===== src/rtl/tmg_pkg.sv =====
package tmg_pkg;
   localparam int PTE_W     = 64;
   localparam int PG_SHIFT  = 12;
   localparam int PG_NUM_W  = 36;
   localparam int PA_W      = PG_SHIFT + PG_NUM_W;

   typedef struct packed {
      logic [15:0]         rsvd;
      logic [PG_NUM_W-1:0] page;
      logic [4:0]          frag;
      logic                can_wr;
      logic                can_rd;
      logic                can_ex;
      logic                protect;
      logic                cacheable;
      logic                sysmem;
      logic                valid;
   } pte_t;

   typedef enum logic [1:0] {
      ST_IDLE  = 2'd0,
      ST_ISSUE = 2'd1,
      ST_WAIT  = 2'd2
   } gate_st_e;
endpackage


===== src/rtl/tmg_pte_decode.sv =====
module tmg_pte_decode
   import tmg_pkg::*;
(
   input  logic [PTE_W-1:0]    pte,
   input  logic                is_write,
   input  logic                disp_mode,
   input  logic                disp_secure,
   output logic [PG_NUM_W-1:0] page,
   output logic                prot_eff,
   output logic                perm_ok
);
   pte_t f;
   logic unused_pte_bits;

   assign f        = pte_t'(pte);
   assign page     = f.page;
   assign prot_eff = disp_mode ? disp_secure : f.protect;
   assign perm_ok  = f.valid & (is_write ? f.can_wr : f.can_rd);
   assign unused_pte_bits = ^{f.rsvd, f.frag, f.can_ex, f.cacheable, f.sysmem};
endmodule


===== src/rtl/tmg_trust_reg.sv =====
module tmg_trust_reg (
   input  logic clk,
   input  logic rst_n,
   input  logic enter,
   input  logic leave,
   output logic trust_q
);
   always_ff @(posedge clk) begin
      if (!rst_n)     trust_q <= 1'b0;
      else if (leave) trust_q <= 1'b0;
      else if (enter) trust_q <= 1'b1;
   end
endmodule


===== src/rtl/tmg_keystream.sv =====
module tmg_keystream
   import tmg_pkg::*;
#(
   parameter int DW        = 32,
   parameter bit ADDR_BIND = 1'b1
) (
   input  logic [DW-1:0]       key,
   input  logic [PG_NUM_W-1:0] page,
   output logic [DW-1:0]       ks
);
   generate
      if (ADDR_BIND) begin : g_bound
         logic [DW-1:0] fold;
         always_comb begin
            fold = '0;
            for (int i = 0; i < PG_NUM_W; i++)
               fold[i % DW] = fold[i % DW] ^ page[i];
         end
         assign ks = key ^ fold;
      end else begin : g_keyonly
         logic unused_page;
         assign unused_page = ^page;
         assign ks = key;
      end
   endgenerate
endmodule


===== src/rtl/tmg_gate.sv =====
module tmg_gate
   import tmg_pkg::*;
#(
   parameter int DW        = 32,
   parameter bit ADDR_BIND = 1'b1
) (
   input  logic                clk,
   input  logic                rst_n,
   input  logic                req_valid,
   output logic                req_ready,
   input  logic                req_write,
   input  logic [PG_SHIFT-1:0] req_off,
   input  logic [DW-1:0]       req_wdata,
   input  logic [PTE_W-1:0]    req_pte,
   input  logic                req_host,
   input  logic                trust_enter,
   input  logic                trust_exit,
   input  logic                disp_mode,
   input  logic                disp_secure,
   input  logic [DW-1:0]       key,
   output logic                mem_req_valid,
   input  logic                mem_req_ready,
   output logic                mem_req_write,
   output logic [PA_W-1:0]     mem_req_addr,
   output logic [DW-1:0]       mem_req_wdata,
   input  logic                mem_rsp_valid,
   input  logic [DW-1:0]       mem_rsp_rdata,
   output logic                rd_valid,
   output logic [DW-1:0]       rd_data,
   output logic                fault
);
   generate
      if (DW < 8 || DW > 64) begin : g_bad_dw
         $error("tmg_gate: DW must lie in 8..64");
      end
   endgenerate

   gate_st_e            state_q;
   logic                trust_q;
   logic [PG_NUM_W-1:0] page;
   logic                prot_eff, perm_ok;
   logic [DW-1:0]       ks;
   logic                accept, do_enc, do_dec;
   logic                pend_dec_q;
   logic [DW-1:0]       pend_ks_q;
   logic                fault_q, rd_valid_q;
   logic [DW-1:0]       rd_data_q;
   logic                wr_q;
   logic [PA_W-1:0]     addr_q;
   logic [DW-1:0]       wdata_q;

   tmg_pte_decode u_dec (
      .pte(req_pte), .is_write(req_write), .disp_mode(disp_mode),
      .disp_secure(disp_secure), .page(page), .prot_eff(prot_eff), .perm_ok(perm_ok)
   );

   tmg_trust_reg u_trust (
      .clk(clk), .rst_n(rst_n), .enter(trust_enter), .leave(trust_exit), .trust_q(trust_q)
   );

   tmg_keystream #(.DW(DW), .ADDR_BIND(ADDR_BIND)) u_ks (
      .key(key), .page(page), .ks(ks)
   );

   assign req_ready = (state_q == ST_IDLE);
   assign accept    = req_valid & req_ready;
   assign do_enc    = trust_q | prot_eff;
   assign do_dec    = trust_q & prot_eff & ~req_host;

   always_ff @(posedge clk) begin
      if (!rst_n) begin
         state_q    <= ST_IDLE;
         fault_q    <= 1'b0;
         rd_valid_q <= 1'b0;
         rd_data_q  <= '0;
         pend_dec_q <= 1'b0;
         pend_ks_q  <= '0;
         wr_q       <= 1'b0;
         addr_q     <= '0;
         wdata_q    <= '0;
      end else begin
         fault_q    <= 1'b0;
         rd_valid_q <= 1'b0;
         case (state_q)
            ST_IDLE: begin
               if (accept) begin
                  if (!perm_ok) begin
                     fault_q <= 1'b1;
                  end else begin
                     wr_q       <= req_write;
                     addr_q     <= {page, req_off};
                     wdata_q    <= req_wdata ^ (do_enc ? ks : '0);
                     pend_dec_q <= do_dec;
                     pend_ks_q  <= ks;
                     state_q    <= ST_ISSUE;
                  end
               end
            end
            ST_ISSUE: begin
               if (mem_req_ready)
                  state_q <= wr_q ? ST_IDLE : ST_WAIT;
            end
            ST_WAIT: begin
               if (mem_rsp_valid) begin
                  rd_valid_q <= 1'b1;
                  rd_data_q  <= mem_rsp_rdata ^ (pend_dec_q ? pend_ks_q : '0);
                  state_q    <= ST_IDLE;
               end
            end
            default: state_q <= ST_IDLE;
         endcase
      end
   end

   assign mem_req_valid = (state_q == ST_ISSUE);
   assign mem_req_write = wr_q;
   assign mem_req_addr  = addr_q;
   assign mem_req_wdata = wdata_q;
   assign rd_valid      = rd_valid_q;
   assign rd_data       = rd_data_q;
   assign fault         = fault_q;
endmodule


===== config.mk =====
export PLATFORM = sky130hd
export DESIGN_NAME = tmg_gate
export DESIGN_NICKNAME = d
export VERILOG_FILES = /design/src/rtl/tmg_pkg.sv /design/src/rtl/tmg_pte_decode.sv /design/src/rtl/tmg_trust_reg.sv /design/src/rtl/tmg_keystream.sv /design/src/rtl/tmg_gate.sv
export SDC_FILE = /design/constraint.sdc
export NUM_CORES = 1
export LEC_CHECK = 0
export BUFFER_PORTS_ARGS = -buffer_cell sky130_fd_sc_hd__buf_2
export CORE_ASPECT_RATIO = 0.6
export CORE_MARGIN = 1.5
export CORE_UTILIZATION = 51
export CTS_BUF_LIST = sky130_fd_sc_hd__clkbuf_16
export CTS_CLUSTER_SIZE = 8
export DETAILED_ROUTE_END_ITERATION = 12
export GPL_TIMING_DRIVEN = 0
export PLACE_DENSITY = 0.95
export SYNTH_ARGS = -nofsm -noshare
export SYNTH_HDL_FRONTEND = slang
export SYNTH_SLANG_ARGS = --single-unit

===== constraint.sdc =====
create_clock -name clk -period 3.9 [get_ports clk]
set_clock_uncertainty 0.1 [all_clocks]
set_input_delay 0.78 -clock clk [delete_from_list [all_inputs] [get_ports clk]]
set_output_delay 0.78 -clock clk [all_outputs]
set_load 0.01 [all_outputs]

==> run_results.csv <==
group,metric,value,unit
run_status,status,"complete, no violations",
yosys,synth_cell_types,29,
clocking,cts_root_buffer,"clkbuf_16",
power_and_ir_drop,p_per_area,436.5,nW/um2
worst_setup_path,cp_slowest_cell,"clkbuf_1",
clocking,cts_tree,"built",
timing,timing.hold.ws,0.3503,ns
timing,clock.fmax,484.2,MHz
yosys,ys_ff_latch,151,
die,die_h,91.95,um
timing,fin_crit_sh,52.95,%
worst_setup_path,cp.required,4.14,ns
worst_setup_path,cpPeakStageDelay,0.43,ns
yosys,synth_fp_nets,943,
die,io_pins,300,
worst_setup_path,path_cells,"buf_2 > nor3b_2 > and3_1 > buf_6 > clkbuf_1 > o21ai_0 > a21oi_1",
finish,num-nets-final,1236,
worst_setup_path,end_kind,"register",
worst_setup_path,worstPathArrival,2.30,ns
global_route,grt_pass1_wl,32750,um
power_and_ir_drop,p_switching,997.5,uW
global_route,grt_pass1_vias,6384,
clocking,cts_made_buffers,17,
yosys,syn_area,6725,um2
worst_setup_path,r2r-end,"mem_req_wdata[17]",
power_and_ir_drop,internal_power,2.902,mW
timing,tightestPinTransition,0.5900,ns
die,dieArea,13910,um2
timing,drv_slew,0,
die,rows,32,
timing,hold_viol,0,
global_route,grt_max_degree,17,
clocking,post_cts_buffers,0,
yosys,synth_cells,760,
yosys,synth.avg_cell_area,8.849,um2
global_route,overflow,0,
clocking,cts_resized,0,
drt,viasPerCell,5.312,
power_and_ir_drop,p_comb_share,12.8,%
power_and_ir_drop,power_frac_seq,42.1,%
power_and_ir_drop,vdd_ir_drop_max,0.0003053,V
worst_setup_path,rr_worst_depth,6,
worst_hold_path,min_from,"mem_req_addr[11]",
timing,rsz0062_at_grt,"no",
global_route,track_usage,31.09,%
timing,setup_tns,0,ns
place,numPortBuffers,274,
yosys,synth_edf_count,0,
finish,diodes,0,
finish,n_fill_cell,1039,
job,maxCapViolCount,0,
drt,post_drt_wl_per_cell,17.58,um
yosys,yosys_most_used_dff,"dfxtp_1",
worst_setup_path,path_max_fanout,10,
clocking,clkLatencyLatePin,0.41,ns
place,dp_hpwl,16380,um
timing,setup_viol,0,
worst_setup_path,r2r_start,"state_q[0]",
yosys,async_flop_share,0,%
die,coreArea,12850,um2
worst_setup_path,r2r_slack,1.90,ns
clocking,clock_sinks,151,
worst_hold_path,whs_path_depth,2,
clocking,cts-htree-levels,4,
timing,layout_min_cycle_time,2.065,ns
worst_hold_path,hold_path_end,"mem_req_addr[11]",
power_and_ir_drop,pwr-share-clk,45.1,%
global_route,antenna_found_initial,0,
worst_setup_path,critPathLaunchType,"input port",
drt,drt_first_pass_iters,5,
finish,final_core_util,69.51,%
yosys,ys_warn_count,0,
timing,slew_headroom,60.66,%
power_and_ir_drop,p_leak,4.388,nW
worst_hold_path,min_path_type,"register to register",
yosys,seq_area_frac_synth,44.95,%
die,initial_core_util,52.33,%
drt,dr_total_vias,6560,
drt,drt_wl_total,21710,um
power_and_ir_drop,netSwitchingFraction,25.58,%
die,die_w,151.3,um
place,place.gp.congestion,0.8566,
finish,drive_above_1_share,32.11,%
drt,drt-initial-drc-count,396,
clocking,cts.clk_slew.worst_paths,0.06,ns
clocking,cts_buffer_depth,2,
drt,postRouteAntennaNets,0,
finish,syn2layout_area_growth,32.84,%
clocking,ctsHoldBuffers,0,
drt,drc,0,
worst_setup_path,path_class,"input port to register",
[worst max path at each step]
stage / from / endpoint / slack [ns] / cells past startpoint
global placement: req_write / pend_ks_q[21] / 1.54 / 6
global route: state_q[0] / mem_req_valid / 1.75 / 2
finish: req_valid / mem_req_wdata[17] / 1.83 / 7
detailed placement: req_write / mem_req_addr[34] / 1.45 / 6
floorplan: req_write / pend_ks_q[30] / 1.88 / 6
CTS: state_q[0] / mem_req_valid / 1.85 / 2
[critical path, delay by kind of cell]
family | cells | cell delay (ns)
AO/OA/AOI/OAI | 2 | 0.34
AND/OR/NAND/NOR | 2 | 0.52
buffers and inverters | 3 | 0.66
[sequential cells by signal, summed over array words and instances (netlist names)]
name / count
mem_req_addr: 48
mem_req_wdata: 32
pend_ks_q: 32
rd_data: 32
state_q: 2
fault: 1
mem_req_write: 1
pend_dec_q: 1
rd_valid: 1
u_trust.trust_q: 1
[cells in the mapped netlist, types with 8 or more instances]
master	number	area [um2]
xor2_1	90	788.3
a21oi_1	33	165.2
clkbuf_1	37	138.9
dfxtp_1	151	3023
buf_6	8	90.09
a21boi_1	43	322.8
nor3b_2	19	237.7
nor2_1	55	206.5
nand2_1	175	656.9
o21ai_0	62	310.3
o211a_1	34	340.3
a21boi_0	11	82.58
nor3b_1	10	75.07
[cell usage in the layout (no fill, tap or decap), types with 11 or more instances in the layout]
cell       netlist  routed
a21boi_0        11      11
a21boi_1        43      43
a21oi_1         33      33
buf_2            4     278
clkbuf_1        37      37
clkbuf_16        0      17
dfxtp_1        151     151
nand2_1        175     175
nor2_1          55      55
nor3b_2         19      19
o211a_1         34      34
o21ai_0         62      62
xor2_1          90      90
[area by class of cell]
class                      count  area [um2]  area share [%]
tap                          170       212.7           2.381
sequential                   151        3023           33.84
buffer                        58       295.3           3.305
clock buffer                  17       425.4           4.762
clock inverter                14       198.9           2.227
multi-input combinational    551        3407           38.14
timing repair buffer         274        1371           15.35
[power by group through the flow]
| stage | logic [mW] | registers (mW) | clock network, mW |
|---|---|---|---|
| after detailed placement | 0.493 | 1.67 | 0 |
| after floorplan | 0.249 | 1.69 | 0 |
| final | 0.500 | 1.64 | 1.76 |
| after CTS | 0.497 | 1.64 | 1.76 |
| after global routing | 0.542 | 1.65 | 1.84 |
| after global placement | 0.480 | 1.67 | 0 |
[per-layer routing]
metal  track usage (%)  vias up  share of wire [%]
met5                 0        -                  0
met4             10.60        0                2.2
met3             7.562       39                7.9
met2             51.14      325                 47
met1             39.73     3097                 43
li1                  -     3099                  -
[kinds of logic after synthesis]
logic type,count (synthesis),synth area share [%]
and+or+nand+nor,266,18.27
AOI/OAI and AO/OA,187,18.60
DFF,151,44.95
xor gates and xnor gates,96,13.40
buffers and inverters,58,4.391
muxes,2,0.3906
[metrics by stage]
stage | worst slack, ns | instances | power, mW | instance area [um2]
after global routing | 1.751 | 1235 | 4.025 | 8934
after floorplan | 1.880 | 760 | 1.937 | 6725
final | 1.835 | 1235 | 3.900 | 8934
after detailed placement | 1.446 | 1204 | 2.165 | 8309
after CTS | 1.852 | 1235 | 3.899 | 8934
after global placement | 1.536 | 1204 | 2.149 | 8309
Note: power is estimated with default switching activity, not from simulation.
